[config.mk]
export PLATFORM = sky130hd
export DESIGN_NAME = chg_seq
export DESIGN_NICKNAME = d
export VERILOG_FILES = /design/src/rtl/chg_pkg.sv /design/src/rtl/chg_timer.sv /design/src/rtl/chg_fault.sv /design/src/rtl/chg_fsm.sv /design/src/rtl/chg_seq.sv
export SDC_FILE = /design/constraint.sdc
export NUM_CORES = 1
export LEC_CHECK = 0
export BUFFER_PORTS_ARGS = -buffer_cell sky130_fd_sc_hd__buf_2
export CAP_MARGIN = 0
export CELL_PAD_IN_SITES_DETAIL_PLACEMENT = 0
export CELL_PAD_IN_SITES_GLOBAL_PLACEMENT = 1
export CORE_AREA = 3 3 139 141
export CTS_CLUSTER_SIZE = 30
export DETAILED_ROUTE_END_ITERATION = 8
export DIE_AREA = 0 0 142 144
export PLACE_DENSITY = 0.91
export SLEW_MARGIN = 20
export SYNTH_ARGS = -nofsm -noshare
export SYNTH_HDL_FRONTEND = slang
export SYNTH_HIERARCHICAL = 1
export SYNTH_SLANG_ARGS = --single-unit
[constraint.sdc]
create_clock -name clk_i -period 4.54 [get_ports clk_i]
set_input_delay 0.454 -clock clk_i [delete_from_list [all_inputs] [get_ports clk_i]]
set_output_delay 0.454 -clock clk_i [all_outputs]
set_load 0.02 [all_outputs]
[src/rtl/chg_pkg.sv]
package chg_pkg;
  typedef enum logic [2:0] {
    ST_IDLE  = 3'd0,
    ST_PRE   = 3'd1,
    ST_CC    = 3'd2,
    ST_TAPER = 3'd3,
    ST_TRKL  = 3'd4,
    ST_DONE  = 3'd5,
    ST_FAULT = 3'd6
  } stage_e;
endpackage

[src/rtl/chg_timer.sv]
module chg_timer #(
  parameter int TICK_DIV = 1000,
  parameter int TW       = 16
) (
  input  logic          clk_i,
  input  logic          rst_ni,
  input  logic          run_i,
  input  logic [TW-1:0] limit_i,
  output logic          expired_o
);
  localparam int PW = (TICK_DIV > 2) ? $clog2(TICK_DIV) : 1;

  logic [PW-1:0] pre_q;
  logic [TW-1:0] sec_q;
  logic          tick;

  assign tick = (pre_q == PW'(TICK_DIV - 1));

  always_ff @(posedge clk_i or negedge rst_ni) begin
    if (!rst_ni) begin
      pre_q <= '0;
      sec_q <= '0;
    end else if (!run_i) begin
      pre_q <= '0;
      sec_q <= '0;
    end else begin
      pre_q <= tick ? '0 : pre_q + 1'b1;
      if (tick && sec_q != '1) sec_q <= sec_q + 1'b1;
    end
  end

  assign expired_o = run_i && (sec_q >= limit_i);
endmodule

[src/rtl/chg_fault.sv]
module chg_fault #(
  parameter int MW = 10
) (
  input  logic [MW-1:0] vbat_i,
  input  logic [MW-1:0] ibat_i,
  input  logic [MW-1:0] temp_i,
  input  logic [MW-1:0] vlim_i,
  input  logic [MW-1:0] iset_i,
  input  logic [MW-1:0] tmax_i,
  output logic          over_o
);
  localparam int EW = MW + 1;

  logic [EW-1:0] bound [3];
  logic [MW-1:0] meas  [3];
  logic [MW-1:0] setp  [3];
  logic [2:0]    hit;

  always_comb begin
    meas[0] = vbat_i; setp[0] = vlim_i;
    meas[1] = ibat_i; setp[1] = iset_i;
    meas[2] = temp_i; setp[2] = tmax_i;
  end

  for (genvar k = 0; k < 3; k++) begin : g_chk
    // setpoint plus one tenth, one bit wider so it cannot wrap
    assign bound[k] = {1'b0, setp[k]} + EW'(setp[k] / MW'(10));
    assign hit[k]   = {1'b0, meas[k]} > bound[k];
  end

  assign over_o = |hit;
endmodule

[src/rtl/chg_fsm.sv]
module chg_fsm
  import chg_pkg::*;
#(
  parameter int MW = 10
) (
  input  logic          clk_i,
  input  logic          rst_ni,
  input  logic          start_i,
  input  logic          smp_vld_i,
  input  logic [MW-1:0] vbat_i,
  input  logic [MW-1:0] ibat_i,
  input  logic [MW-1:0] iset_i,
  input  logic [MW-1:0] vlim_i,
  input  logic [MW-1:0] vnorm_i,
  input  logic          over_i,
  input  logic          expired_i,
  output logic          run_o,
  output logic [MW-1:0] iref_o,
  output logic          trim_step_o,
  output logic          trim_up_o,
  output logic          relay_o,
  output logic          alarm_o,
  output logic          sleep_o,
  output logic [2:0]    stage_o
);
  stage_e        st_q;
  logic          alarm_q, step_q, up_q, sleep_q;
  logic [MW-1:0] i_low;
  logic          active;

  assign i_low  = iset_i / MW'(5);
  assign active = (st_q == ST_PRE) || (st_q == ST_CC) ||
                  (st_q == ST_TAPER) || (st_q == ST_TRKL);

  always_ff @(posedge clk_i or negedge rst_ni) begin
    if (!rst_ni) begin
      st_q    <= ST_IDLE;
      alarm_q <= 1'b0;
      step_q  <= 1'b0;
      up_q    <= 1'b0;
      sleep_q <= 1'b0;
    end else begin
      step_q <= 1'b0;
      if (smp_vld_i) sleep_q <= (ibat_i == '0);
      case (st_q)
        ST_IDLE, ST_DONE: if (start_i) st_q <= ST_PRE;
        ST_FAULT: ;
        default: begin
          // fault beats timer beats stage progress
          if (smp_vld_i && over_i) begin
            st_q    <= ST_FAULT;
            alarm_q <= 1'b1;
          end else if (expired_i) begin
            st_q <= ST_DONE;
          end else if (smp_vld_i) begin
            case (st_q)
              ST_PRE:   if (vbat_i >= vnorm_i) st_q <= ST_CC;
              ST_CC:    if (vbat_i >= vlim_i)  st_q <= ST_TAPER;
              ST_TAPER: begin
                if (ibat_i <= i_low) begin
                  st_q <= ST_TRKL;
                end else begin
                  step_q <= 1'b1;
                  up_q   <= (vbat_i >= vlim_i);
                end
              end
              default: ;
            endcase
          end
        end
      endcase
    end
  end

  always_comb begin
    case (st_q)
      ST_PRE, ST_TRKL: iref_o = i_low;
      ST_CC, ST_TAPER: iref_o = iset_i;
      default:         iref_o = '0;
    endcase
  end

  assign run_o       = active;
  assign relay_o     = active;
  assign alarm_o     = alarm_q;
  assign trim_step_o = step_q;
  assign trim_up_o   = up_q;
  assign sleep_o     = sleep_q;
  assign stage_o     = st_q;
endmodule

[src/rtl/chg_seq.sv]
module chg_seq #(
  parameter int MW       = 10,
  parameter int TW       = 16,
  parameter int TICK_DIV = 1000
) (
  input  logic          clk_i,
  input  logic          rst_ni,
  input  logic          start_i,
  input  logic          smp_vld_i,
  input  logic [MW-1:0] vbat_i,
  input  logic [MW-1:0] ibat_i,
  input  logic [MW-1:0] temp_i,
  input  logic [MW-1:0] iset_i,
  input  logic [MW-1:0] vlim_i,
  input  logic [MW-1:0] vnorm_i,
  input  logic [MW-1:0] tmax_i,
  input  logic [TW-1:0] tset_i,
  output logic [MW-1:0] iref_o,
  output logic          trim_step_o,
  output logic          trim_up_o,
  output logic          relay_o,
  output logic          alarm_o,
  output logic          sleep_o,
  output logic [2:0]    stage_o
);
  logic run, expired, over;

  chg_timer #(.TICK_DIV(TICK_DIV), .TW(TW)) u_timer (
    .clk_i     (clk_i),
    .rst_ni    (rst_ni),
    .run_i     (run),
    .limit_i   (tset_i),
    .expired_o (expired)
  );

  chg_fault #(.MW(MW)) u_fault (
    .vbat_i (vbat_i),
    .ibat_i (ibat_i),
    .temp_i (temp_i),
    .vlim_i (vlim_i),
    .iset_i (iset_i),
    .tmax_i (tmax_i),
    .over_o (over)
  );

  chg_fsm #(.MW(MW)) u_fsm (
    .clk_i       (clk_i),
    .rst_ni      (rst_ni),
    .start_i     (start_i),
    .smp_vld_i   (smp_vld_i),
    .vbat_i      (vbat_i),
    .ibat_i      (ibat_i),
    .iset_i      (iset_i),
    .vlim_i      (vlim_i),
    .vnorm_i     (vnorm_i),
    .over_i      (over),
    .expired_i   (expired),
    .run_o       (run),
    .iref_o      (iref_o),
    .trim_step_o (trim_step_o),
    .trim_up_o   (trim_up_o),
    .relay_o     (relay_o),
    .alarm_o     (alarm_o),
    .sleep_o     (sleep_o),
    .stage_o     (stage_o)
  );
endmodule

---- Yosys cells after proc, flatten, opt, wreduce, memory -nomap -nowiden ----
Index checks and enable logic that the tools add are counted.
operators by class
  $add $sub $neg .......................... 5
  $mul .................................... 0
  div/mod/pow operators ................... 4
  $lt $le $gt $ge ......................... 7
  equality and inequality tests ........... 13
  shift operators ......................... 0
  multiplexer cells ....................... 20
  bitwise operators ....................... 5
  reduce and logical (&&, ||, !) cells .... 18
operators with widths
  operator               count
  $add 10x11->11         3
  $div 10x4->11 const B  3
  $gt 10x11->1           3
  $mux 16                2
  $mux 3                 7
  $ge 10x10->1           2
  $mux 10                2
  $pmux 10 s2            1
  $add 16x1->16 const B  1
  $ge 16x16->1           1
  $ne 16x16->1 const B   1
  $ne 5x5->1 const B     3
  $add 10x1->10 const B  1
  $div 10x3->10 const B  1
  $eq 10x10->1 const B   1
  $le 10x10->1           1
  $logic_not 10->1       1
  $eq 3x3->1 const B     3
  $pmux 3 s3             1
  $reduce_and 7->1       1
  $eq 3x2->1 const B     2
  $mux 1                 6
  $pmux 3 s2             1
  $reduce_and 6->1       1
  other kinds (11)       23
storage, ports and cells
  register bits after elaboration ......... 33
  latch bits .............................. 0
  memory bits (writable) .................. 0
  bits in read-only memories .............. 0
  bits of input ports ..................... 90
  output and inout port bits .............. 18
  logic and storage cells ................. 79
  memories ................................ 0

---- Longest topological paths before layout ----
  word-level depth ........................ 8
  depth in mapped cells ................... 35
  depth with buffers taken out ............ 33

---- By module ----
Netlist, hierarchy kept.
modules (own cells, without submodules)
  module     times used  cells each  area an instance (sq um)  seq. area each (sq um)
  chg_fault  1           579         3882.5                    0.0
  chg_fsm    1           332         2384.8                    175.2
  chg_timer  1           185         1697.9                    650.6

---- Least setup slack after synthesis ----
Ideal clock, no wire load.
  path kind ............................... input to register
  from .................................... in iset_i[6]
  to ...................................... reg u_fsm.up_q, in the netlist u_fsm/trim_up_o
  library setup time ...................... 0.125 ns
  arrival time ............................ 6.365 ns
  required time ........................... 4.415 ns
  setup slack ............................. -1.949 ns
  stages .................................. 32
  buffers on the path ..................... 2
  cells stage by stage .................... clkbuf_1 -> clkbuf_1 -> nand2b_1 -> a32o_1 -> a221oi_1 -> a21oi_1 -> a31o_2 -> a22oi_1 -> a21bo_1 -> a221oi_1 -> ha_1 -> inv_1 -> fa_1 -> nor2b_1 -> o21ai_0 -> a21boi_0 -> o21ai_0 -> a21oi_1 -> o21ai_0 -> xor2_1 -> ha_1 -> nand4_1 -> or3_1 -> o21ai_0 -> a211oi_1 -> a211o_1 -> nand2_1 -> nand3_1 -> a2111oi_0 -> a21oi_1 -> nor2_1 -> mux2_2
between the ends
  cells in the longest elaborated chain, start to end .. 7
  elaborated cells between the ends (all ways) .. 10
  classes of those cells .................. add/sub: 1; div: 2; order compare: 2; bitwise: 2; reduce/logical: 3
RTL lines
  what                                 line             text
  start: declaration                   chg_seq.sv:13    input logic [MW-1:0] iset_i,
  $div 10x4->11                        chg_fault.sv:27  assign bound[k] = {1'b0, setp[k]} + EW'(setp[k] / MW'(10));
  $add 10x11->11 *                     chg_fault.sv:27
  $gt 10x11->1 *                       chg_fault.sv:28  assign hit[k] = {1'b0, meas[k]} > bound[k];
  $reduce_or 3->1 *                    chg_fault.sv:31  assign over_o = |hit;
  net over                             chg_seq.sv:26    logic run, expired, over;
  $logic_and 1x1->1 *                  chg_fsm.sv:50    if (smp_vld_i && over_i) begin
  $not 1->1 (no source line) *         n/a
  $reduce_and 6->1 (no source line) *  n/a
  end signal: assignment               chg_fsm.sv:64    up_q <= (vbat_i >= vlim_i);
  end: declaration                     chg_fsm.sv:27    logic alarm_q, step_q, up_q, sleep_q;
Mark *: on every way through the listed nets, which the timed path passes. The rest lies on a longest branch.
A chain may end at the register's enable or synchronous reset.

---- Final worst setup path ----
  from .................................... in vlim_i[5]
  to ...................................... reg u_fsm.st_q[1], in the netlist u_fsm/stage_o[1]
between the ends
  cells in the longest elaborated chain, start to end .. 7
  elaborated cells between the ends (all ways) .. 14
  classes of those cells .................. add/sub: 1; div: 1; order compare: 2; eq/ne: 3; mux: 2; reduce/logical: 5
RTL lines
  what                                                             line             text
  start: declaration                                               chg_seq.sv:14    input logic [MW-1:0] vlim_i,
  $div 10x4->11                                                    chg_fault.sv:27
  $add 10x11->11 *                                                 chg_fault.sv:27
  $gt 10x11->1 *                                                   chg_fault.sv:28
  $reduce_or 3->1 *                                                chg_fault.sv:31
  net over                                                         chg_seq.sv:26
  $logic_and 1x1->1 *                                              chg_fsm.sv:50
  $ne 5x5->1 (no source line), or another cell as far along        n/a
  $reduce_and 7->1 (no source line) or $pmux 3 s2 (tied branches)  n/a
  end signal: assignment                                           chg_fsm.sv:51    st_q <= ST_FAULT;
  end signal: assignment                                           chg_fsm.sv:54    st_q <= ST_DONE;
  end signal: assignment                                           chg_fsm.sv:57    ST_PRE: if (vbat_i >= vnorm_i) st_q <= ST_CC;
  end: declaration                                                 chg_fsm.sv:26    stage_e st_q;
Marked as above.

==> reports/summary.txt <==
Status - finished, violations left
Failing checks - negative setup slack
GPL Wtd Cong - 1.00
Reg2Reg Launch Point - u_fsm/stage_o[0]
Yosys warnings - 6
Layout cells sized above 1 - 31.7%
Fill count - 1,598
PnR worst setup slack - -1.65 ns
Sw frac - 46.0%
TritonCTS clock tree - yes
RSZ-0062 raised after global routing - true
Post-synth top cells - ha_1 (99), inv_1 (92), nor2_1 (79)
Post-route setup TNS - -8.71 ns
Final Cell Area - 10,800 sq um
Wire per inst - 15.1 microns
WP data arrival - 6.35 ns
Final setup viols - 7
Pre-Repair DR Iteration Count - 5
R2r worst-path depth - 11
Grt ovf - 0
Clk_lat worst skew - 0.27 ns
Worst flop-to-flop path endpoint - u_fsm/stage_o[2]
Clock Sink Count - 33
Int Power - 0.00143 W
R2R setup slack - 0.90 ns
Final hold vios - 0
Crit-path slowest cell - a2111o_1
H-Tree Depth - 2
Critical path class - in2reg
Via count - 9,231
Most used cell, CP - a21oi_2
Final min period - 6.19 ns
Leakage - 5.18 nW
Hold crit path type - in2async
Achievable Freq - 162 MHz
Starting Density - 44.0%
Clk buf depth - 2
Die Wd - 142 microns
Vias per inst - 5.74
Required time of the critical path - 4.70 ns
Final worst-path cycle share - 136%
Remaining antenna violation count - 0
Slew margin rel. - 49.7%
Placed Area - 10,200 sq um
Critical path startpoint category - input port
Peak supply drop - 0.000143 V
Register area share after synthesis - 10.4%
Layout Cells excl Fill - 1,608
Total power - 0.00264 W
Seq cells post-synth - 33
PortBufs - 107
CP Launch Point - vlim_i[5]
Largest net degree at the start of global routing - 34
Die area - 20,400 sq um
Synthesis-to-finish area growth - 36.1%
Synth Flop Type - dfrtp_1
Area leader, netlist - ha_1
Power density over the cells - 244 nW/um^2
Synth top area cells - ha_1 (16%), dfrtp_1 (10%), a21oi_1 (4.8%), o21ai_0 (4.8%), inv_1 (4.3%)
Share of the synthesized area in the top cell type - 15.6%
Routed wire length - 24,200 microns
Post-route DRC - 0
Post-CTS Hold Buffers - 0
Async SR Flop Fraction - 100%
Most frequent cell after synthesis - ha_1
Pins Over Slew Limit - 0
Sw Pwr - 0.00121 W
Post-synth EDFFs - 0
Average footprint of a synthesized cell - 7.27 sq um
Synthesized Nets - 1,288
Initial antenna violation count - 2
Synth cell types - 103
Slowest stage delay, CP - 0.49 ns
Total CTS buffers - 5
DP HPWL - 18,700 microns
Core Region - 18,100 sq um
CTS clock-pin slew for the worst setup and hold paths - 0.05 ns
First-pass GRT wire length - 39,200 microns
Die Span Y - 144 microns
Layout Nets - 1,568
Root Buffer - clkbuf_16
Vias in the first global route - 8,622
Clock skew - 0.00174 ns
Crit Path Max Fanout - 5
Worst slew pin tran - 0.755 ns
Final Core Density - 60.0%
Mapped cell area - 7970 sq um
Critical Path End Type - flip-flop
DP Cell Count - 1,587
Clock network power share - 12.1%
Io pins - 108
Max Cap Violations - 0
Placement Rows - 49
Cell count after synthesis - 1,096
DRT iter0 DRCs - 537
Reg power frac - 14.0%
GRT Total Usage - 22.2%
Comb pwr share - 73.9%
-- registers in the layout, indices dropped and copies added (netlist names) --
name / flops
u_timer/sec_q: 16
u_timer/pre_q: 10
u_fsm/stage_o: 3
u_fsm/alarm_o: 1
u_fsm/sleep_o: 1
u_fsm/trim_step_o: 1
u_fsm/trim_up_o: 1
-- per-layer routing --
metal	up-vias	global-route usage, %	wire length [microns]
li1	4663	-	-
met1	4277	29.9	11000
met2	249	38.9	11600
met3	40	2.41	1280
met4	2	4.29	379
met5	-	0	13
-- worst max-delay path: cells and delay by family --
family | cells | cell delay [ns]
AND/OR/NAND/NOR | 7 | 1.09
buffers and inverters | 3 | 0.29
AO/OA/AOI/OAI | 18 | 3.31
XOR/XNOR | 1 | 0.13
multiplexers | 1 | 0.34
adder cells (fa/ha/maj) | 3 | 0.72
-- layout make-up --
class,instances,area (sq um),area share (%)
inverters,97,365,3.37
diodes,2,5.00,0.0462
well taps,229,287,2.64
clock buffers,6,129,1.19
multi-input cells,903,6830,62.9
clock inverters,2,10.0,0.0923
flip-flops and latches,33,826,7.62
repair buffers,336,2400,22.1
-- through the flow --
step           worst slack (ns)  hold WS [ns]
2_1_floorplan             -1.39         0.158
6_report                  -1.65         0.252
3_5_place_dp              -2.00         0.481
4_1_cts                   -1.64         0.275
5_1_grt                   -1.97         0.308
3_3_place_gp              -1.98         0.459
-- what timing repair did --
action,CTS,global route
endpoints found under the setup margin,8,8
gates resized for setup,49,52
hold endpoints to repair,0,0
gates cloned,1,0
pin swaps,11,16
setup buffers,9,5
-- worst max path at each step --
stage | slack, ns | depth (start not counted) | end
3_5_place_dp | -2.00 | 33 | u_fsm/stage_o[1]
2_1_floorplan | -1.39 | 32 | u_fsm/trim_up_o
3_3_place_gp | -1.98 | 34 | u_fsm/stage_o[2]
6_report | -1.65 | 33 | u_fsm/stage_o[1]
4_1_cts | -1.64 | 33 | u_fsm/stage_o[1]
5_1_grt | -1.97 | 29 | u_fsm/stage_o[1]
-- placed cells by master, fill, tap and decap left out, types with 14 or more instances in the layout --
| cell type | synthesis | layout |
|---|---|---|
| a211oi_1 | 26 | 25 |
| a21o_1 | 14 | 14 |
| a21oi_1 | 77 | 67 |
| buf_2 | 9 | 98 |
| buf_4 | 4 | 222 |
| dfrtp_1 | 33 | 33 |
| ha_1 | 99 | 96 |
| inv_1 | 92 | 90 |
| nand2_1 | 69 | 67 |
| nand2b_1 | 28 | 27 |
| nand3_1 | 28 | 25 |
| nand4_1 | 23 | 23 |
| nor2_1 | 79 | 74 |
| nor2b_1 | 27 | 23 |
| nor3_1 | 29 | 28 |
| o21a_1 | 19 | 18 |
| o21ai_0 | 77 | 62 |
| xnor2_1 | 29 | 26 |
| xor2_1 | 23 | 23 |
-- logic make-up (layout without fill, tap and decap cells) --
logic type | count (synthesis) | count (layout) | synth area share [%]
other cells | 0 | 2 | 0
xor+xnor | 52 | 52 | 5.72
mux | 14 | 14 | 1.96
simple gates | 380 | 380 | 26.0
buf+inv | 160 | 441 | 8.53
fa+ha+maj | 105 | 105 | 16.7
flops | 33 | 33 | 10.4
compound gates | 352 | 352 | 30.7
-- power by group through the flow --
stage          logic [W]  registers (W)  clock network [W]
3_3_place_gp     0.00175       0.000371                  0
3_5_place_dp     0.00179       0.000372                  0
2_1_floorplan    0.00113       0.000370                  0
5_1_grt          0.00215       0.000377           0.000337
4_1_cts          0.00187       0.000369           0.000326
6_report         0.00195       0.000369           0.000320
Note: power is estimated with default switching activity, not from simulation.
